<file path="config.mk">
export PLATFORM = sky130hd
export DESIGN_NAME = sdm_approx_mul
export DESIGN_NICKNAME = d
export VERILOG_FILES = /design/src/rtl/sdm_pkg.sv /design/src/rtl/sdm_pp_gen.sv /design/src/rtl/sdm_reduce.sv /design/src/rtl/sdm_row_sum.sv /design/src/rtl/sdm_approx_mul.sv
export SDC_FILE = /design/constraint.sdc
export NUM_CORES = 1
export LEC_CHECK = 0
export ABC_CLOCK_PERIOD_IN_PS = 3700
export CORE_UTILIZATION = 30
export DETAILED_ROUTE_END_ITERATION = 6
export GPL_TIMING_DRIVEN = 0
export MAX_ROUTING_LAYER = met4
export PLACE_DENSITY_LB_ADDON = 0.08
export SLEW_MARGIN = 5
export SYNTH_ARGS = -nofsm -noshare
export SYNTH_HDL_FRONTEND = slang
export SYNTH_SLANG_ARGS = --single-unit
</file>
<file path="constraint.sdc">
create_clock -name clk -period 3.7 [get_ports clk]
set_input_delay 0.555 -clock clk [delete_from_list [all_inputs] [get_ports clk]]
set_output_delay 0.555 -clock clk [all_outputs]
set_load 0.01 [all_outputs]
</file>
<file path="src/rtl/sdm_pkg.sv">
package sdm_pkg;

  // Legal sizes: N must be a power of two.
  function automatic bit is_pow2(input int v);
    return (v > 0) && ((v & (v - 1)) == 0);
  endfunction

  // Highest merge column offset for row group g.
  function automatic int last_col(input int n, input int g);
    return n - 1 - g;
  endfunction

  // True when reduced-matrix row r holds a merged bit at weight w.
  function automatic bit in_cluster(input int n, input int dep, input int r, input int w);
    if (r >= n / dep) return 1'b0;
    return (w >= dep * r) && (w <= dep * r + last_col(n, r));
  endfunction

  // True when partial product a[x]&b[y] is absorbed by an OR merge.
  function automatic bit merged(input int n, input int dep, input int x, input int y);
    return (x + (y % dep)) <= last_col(n, y / dep);
  endfunction

  // Number of exact (unmerged) bits at weight w.
  function automatic int spill_count(input int n, input int dep, input int w);
    int cnt;
    cnt = 0;
    for (int y = 0; y < n; y++) begin
      if ((w - y) >= 0 && (w - y) < n && !merged(n, dep, w - y, y)) cnt++;
    end
    return cnt;
  endfunction

  // Flat index y*n+x of the k-th exact bit at weight w, or -1.
  function automatic int spill_src(input int n, input int dep, input int w, input int k);
    int cnt;
    cnt = 0;
    for (int y = 0; y < n; y++) begin
      if ((w - y) >= 0 && (w - y) < n && !merged(n, dep, w - y, y)) begin
        if (cnt == k) return y * n + (w - y);
        cnt++;
      end
    end
    return -1;
  endfunction

  // Rows needed so that every column fits after remapping.
  function automatic int row_count(input int n, input int dep);
    int best;
    best = n / dep;
    for (int w = 0; w < 2 * n; w++) begin
      int used;
      used = spill_count(n, dep, w);
      for (int r = 0; r < n / dep; r++) begin
        if (in_cluster(n, dep, r, w)) used++;
      end
      if (used > best) best = used;
    end
    return best;
  endfunction

  // Source of slot (r,w): -1 merged bit, >=0 exact bit index, -2 empty.
  function automatic int slot_src(input int n, input int dep, input int r, input int w);
    int k;
    int s;
    if (in_cluster(n, dep, r, w)) return -1;
    k = 0;
    for (int rr = 0; rr < r; rr++) begin
      if (!in_cluster(n, dep, rr, w)) k++;
    end
    s = spill_src(n, dep, w, k);
    return (s < 0) ? -2 : s;
  endfunction

endpackage

</file>
<file path="src/rtl/sdm_pp_gen.sv">
module sdm_pp_gen #(
  parameter int N = 8
) (
  input  logic [N-1:0]   a_i,
  input  logic [N-1:0]   b_i,
  output logic [N*N-1:0] pp_o
);

  // Full AND array, bit y*N+x carries weight x+y.
  for (genvar y = 0; y < N; y++) begin : g_row
    for (genvar x = 0; x < N; x++) begin : g_col
      assign pp_o[y*N+x] = a_i[x] & b_i[y];
    end
  end

endmodule

</file>
<file path="src/rtl/sdm_reduce.sv">
module sdm_reduce
  import sdm_pkg::*;
#(
  parameter int N     = 8,
  parameter int DEPTH = 2,
  parameter int ROWS  = 4
) (
  input  logic [N*N-1:0]      pp_i,
  output logic [ROWS*2*N-1:0] mat_o
);

  localparam int PW  = 2 * N;
  localparam int GRP = N / DEPTH;

  logic [GRP*PW-1:0] clu;

  // Significance-driven merge: group g ORs DEPTH aligned bits per column.
  for (genvar g = 0; g < GRP; g++) begin : g_grp
    for (genvar w = 0; w < PW; w++) begin : g_w
      if (in_cluster(N, DEPTH, g, w)) begin : g_on
        localparam int J = w - DEPTH * g;
        logic [DEPTH-1:0] terms;
        for (genvar d = 0; d < DEPTH; d++) begin : g_d
          if (J >= d) begin : g_t
            assign terms[d] = pp_i[(DEPTH*g+d)*N + (J-d)];
          end else begin : g_z
            assign terms[d] = 1'b0;
          end
        end
        assign clu[g*PW+w] = |terms;
      end else begin : g_off
        assign clu[g*PW+w] = 1'b0;
      end
    end
  end

  // Commutative remap: exact bits fill free slots of equal weight.
  for (genvar r = 0; r < ROWS; r++) begin : g_mr
    for (genvar w = 0; w < PW; w++) begin : g_mw
      localparam int SRC = slot_src(N, DEPTH, r, w);
      if (r < GRP) begin : g_c
        if (SRC >= 0) begin : g_mix
          assign mat_o[r*PW+w] = clu[r*PW+w] | pp_i[SRC];
        end else begin : g_clu
          assign mat_o[r*PW+w] = clu[r*PW+w];
        end
      end else begin : g_x
        if (SRC >= 0) begin : g_raw
          assign mat_o[r*PW+w] = pp_i[SRC];
        end else begin : g_nil
          assign mat_o[r*PW+w] = 1'b0;
        end
      end
    end
  end

endmodule

</file>
<file path="src/rtl/sdm_row_sum.sv">
module sdm_row_sum #(
  parameter int N    = 8,
  parameter int ROWS = 4
) (
  input  logic [ROWS*2*N-1:0] mat_i,
  output logic [2*N-1:0]      sum_o
);

  localparam int PW = 2 * N;

  logic [PW-1:0] acc [ROWS+1];

  assign acc[0] = '0;

  // Exact carry-propagate accumulation, one adder per reduced row.
  for (genvar r = 0; r < ROWS; r++) begin : g_add
    assign acc[r+1] = acc[r] + mat_i[r*PW +: PW];
  end

  assign sum_o = acc[ROWS];

endmodule

</file>
<file path="src/rtl/sdm_approx_mul.sv">
module sdm_approx_mul
  import sdm_pkg::*;
#(
  parameter int N       = 8,
  parameter int DEPTH   = 2,
  parameter bit OUT_REG = 1'b1
) (
  input  logic         clk,
  input  logic         rst,
  input  logic [N-1:0] a_i,
  input  logic [N-1:0] b_i,
  output logic [2*N-1:0] p_o
);

  localparam int PW   = 2 * N;
  localparam int GRP  = N / DEPTH;
  localparam int ROWS = row_count(N, DEPTH);
  localparam int EW   = PW + 2;

  if (!is_pow2(N) || DEPTH < 2 || (N % DEPTH) != 0) begin : g_bad_cfg
    $error("sdm_approx_mul: N must be a power of two divisible by DEPTH >= 2");
  end

  logic [N*N-1:0]   pp;
  logic [ROWS*PW-1:0] mat;
  logic [PW-1:0]    sum_w;

  sdm_pp_gen #(.N(N)) u_pp (
    .a_i  (a_i),
    .b_i  (b_i),
    .pp_o (pp)
  );

  sdm_reduce #(.N(N), .DEPTH(DEPTH), .ROWS(ROWS)) u_red (
    .pp_i  (pp),
    .mat_o (mat)
  );

  sdm_row_sum #(.N(N), .ROWS(ROWS)) u_sum (
    .mat_i (mat),
    .sum_o (sum_w)
  );

  // Checking aids: true product and per-group sparsity of b_i.
  logic [PW-1:0]  exact_w;
  logic [GRP-1:0] grp_light;
  logic           sparse_w;

  assign exact_w = PW'(a_i) * PW'(b_i);
  for (genvar g = 0; g < GRP; g++) begin : g_light
    assign grp_light[g] = ($countones(b_i[DEPTH*g +: DEPTH]) <= 1);
  end
  assign sparse_w = (a_i == '0) || (b_i == '0) || (&grp_light);

  if (OUT_REG) begin : g_reg
    logic [PW-1:0] p_q;
    logic          rst_q;

    always_ff @(posedge clk) begin
      if (rst) p_q <= '0;
      else     p_q <= sum_w;
    end

    always_ff @(posedge clk) begin
      rst_q <= rst;
      if (rst_q == 1'b1) begin
        p_reset_clear_r7: assert (p_o == '0)
          else $error("R7: output not cleared after reset");
      end
    end

    assign p_o = p_q;

    p_sparse_exact_r1: assert property (@(posedge clk) disable iff (rst)
      sparse_w |=> p_o == $past(exact_w));

    p_never_over_r3: assert property (@(posedge clk) disable iff (rst)
      !rst |=> p_o <= $past(exact_w));

    if (DEPTH == 2) begin : g_rel
      p_rel_bound_r4: assert property (@(posedge clk) disable iff (rst)
        !rst |=> (p_o == $past(exact_w)) ||
                 ((EW'(3) * (EW'($past(exact_w)) - EW'(p_o))) < EW'($past(exact_w))));
    end
  end else begin : g_comb
    assign p_o = sum_w;

    p_sparse_exact_r1: assert property (@(posedge clk) disable iff (rst)
      sparse_w |-> p_o == exact_w);

    p_never_over_r3: assert property (@(posedge clk) disable iff (rst)
      !rst |-> p_o <= exact_w);

    if (DEPTH == 2) begin : g_rel
      p_rel_bound_r4: assert property (@(posedge clk) disable iff (rst)
        !rst |-> (p_o == exact_w) ||
                 ((EW'(3) * (EW'(exact_w) - EW'(p_o))) < EW'(exact_w)));
    end
  end

endmodule

</file>
==> results.toml <==
[yosys]
syn_area_per_cell_um2 = 9.149
postSynthCellCount = 186
ys_seq_elements = 16
synth.top_cell.area_share = 0.1882
synthDistinctLibCells = 32
synth_flop_cell = "dfxtp_1"
synthArstFlopShare = 0
synth_edf_count = 0
post-synth-top-count-cell = "inv_1"
synth_top_area_cell = "dfxtp_1"
synthTopCellsByCount = "inv_1 (23), ha_1 (20), a22o_1 (17)"
yosysSeqAreaShare = 0.1882
synth_nets = 240
synthTopCellsByArea = "dfxtp_1 (19%), fa_1 (19%), ha_1 (15%)"
synth_warnings = 0
netlist_area_mm2 = 0.001702

[detailed_routing]
wl_per_cell_um = 12.90
dr.pass1.iters = 6
routed_via_density = 4.657
finalWirelength_um = 3689
drc = 2
dr.first_iter.drc_count = 45
ant_nets = 0
routed-via-count = 1332

[timing]
slew_viol_final = 0
fmax_mhz = 279.7
layout_min_cycle_time_ns = 3.575
final-setup-viol-count = 0
finalSetupTns_ns = 0
slew_headroom = 0.7271
fin_ws_ns = 0.1254
finalHoldViolCount = 0
worst_pin_slew_ns = 0.4094
timing.final.crit_share = 0.9661

[clocking]
htree_levels = 1
cts_buffers = 3
cts_tree = "built"
clockBufferDepth = 2
clk_pin_slew_ns = 0.06
clkSinkCount = 16
clock-root-buffer = "clkbuf_8"

[power_and_ir_drop]
ir_drop_mv = 0.1946
p_leak_nw = 0.9842
p_per_area_mw_per_mm2 = 456.4

[cells_and_area]
regMostFlops = "p_o"
reg_top3 = "p_o: 16 flops"
area_growth_pct = 23.31
nets = 269
nFillCells = 581
drive_gt1_frac = 0.07944
largest_reg_flops = 16
fin_area_mm2 = 0.002098
instances_no_fill = 286
antenna_cells = 0

[worst_setup_path]
crit_path_frequent_cell = "ha_1"
start_kind = "input port"
cp-end-kind = "flop"
slowest_delay_ns = 0.62
crit_arrival_ns = 3.70
worstPathRequired_ns = 3.83
cp_top_family = "adder cells"
critPathMaxFanout = 8
path_cells = "clkdlybuf4s50_1 -> nand2_1 -> fa_1 -> inv_1 -> ha_1 -> ha_1 -> and3_1 -> o21ai_1 -> a21boi_1 -> a311oi_2 -> mux2_1"
cp_slowest_cell = "clkdlybuf4s50_1"
critPathBufInv = 2
path_class = "input port to flop"

[floorplan]
rows = 27
die_area_mm2 = 0.005978
start_util = 0.3109
fp.coreArea_mm2 = 0.005473
die_h_um = 77.32
io_pins = 34
die_x_um = 77.32

[placed_design]
gp_congestion = 0.8395
dp_cells = 282
hpwl_um = 3086
placed_area_mm2 = 0.002032
portBuffers = 24
pre_cts_slack_ns = -0.5488

[global_routing]
grt_pass1_wl_um = 6561
use_met3 = 0.01548
grt.met2_usage = 0.2327
overflow = 0
grt_start_max_net_pins = 11
grt.total_usage = 0.1406
grt_pass1_vias = 1451
grtUsageMet1 = 0.1724
antenna_found_initial = 0
busiest_layer = "met2"

[min_path]
min_path_type = "input port to flop"

[job]
maxCapViolations = 0

[run_status]
failed_checks = "design-rule violations"
status = "complete, but fails checks"
[placed cells by master (no fill, tap or decap), drive strengths merged]
cell / netlist / layout
nand4b: 1 / 1
and2: 12 / 12
nand2: 11 / 11
dfxtp: 16 / 16
a311oi: 2 / 2
dlygate4sd2: 0 / 2
fa: 16 / 16
xnor2: 4 / 4
inv: 23 / 23
nor2: 11 / 11
nand3: 2 / 2
a211o: 1 / 1
o21bai: 1 / 1
nor3b: 1 / 1
dlymetal6s2s: 0 / 1
a22oi: 5 / 5
o21a: 2 / 2
nor3: 2 / 2
o211ai: 1 / 1
mux2: 2 / 2
clkdlybuf4s50: 0 / 17
a21oi: 5 / 5
clkbuf: 10 / 18
nor2b: 8 / 8
xor2: 1 / 1
and3: 2 / 2
o21ai: 2 / 2
ha: 20 / 20
a31oi: 1 / 1
a211oi: 2 / 2
a22o: 17 / 17
a21o: 4 / 4
a21boi: 1 / 1
[per-layer routing]
layer / share of wire / vias to the layer above
met5: 0 / -
met4: 0.014 / 0
met3: 0.038 / 5
li1: - / 688
met2: 0.47 / 32
met1: 0.48 / 607
[cell families after synthesis]
group / share of synthesized area
adders and majority gates: 0.3353
and+or+nand+nor: 0.1537
DFF: 0.1882
muxes: 0.01323
AOI/OAI and AO/OA: 0.2110
buffers and inverters: 0.07279
xor gates and xnor gates: 0.02573
[report_power, final]
group          internal (mW)  switching (mW)  leakage [nW]  total [mW]
clock network         0.0942          0.0540        0.0288       0.148
registers              0.219          0.0104         0.133       0.229
logic                  0.286           0.295         0.822       0.580
[path summary, 6_finish.rpt]
path	startpoint	endpoint	slack [ns]	cells past startpoint
max	b_i[7]	p_o[15]	0.13	11
min	rst	p_o[2]	0.69	2
[per-stage QoR]
stage               hold WS, ns  total power [mW]  utilization
detailed placement       0.9477            0.7903       0.3713
global route             0.7222             1.042       0.3834
floorplan                0.6777            0.6085            -
CTS                      0.6899            0.9623       0.3845
global placement         0.9505            0.7819       0.3713
finish                   0.6861            0.9576       0.3834
[cell type report]
cell class,count,area (um^2),share of cell area
buffer,10,37.54,0.01789
clock buffer,4,55.05,0.02624
inverter,23,86.33,0.04114
multi-input combinational,137,1289,0.6142
sequential,16,320.3,0.1527
tap,72,90.09,0.04293
timing repair buffer,24,220.2,0.1049
[what timing repair did]
action,CTS,global route
resized for setup,9,11
buffers inserted,0,0
hold buffers,0,0
pin swaps,0,1
endpoints found under the setup margin,2,5
No activity file was read; power rests on OpenSTA's default activity.
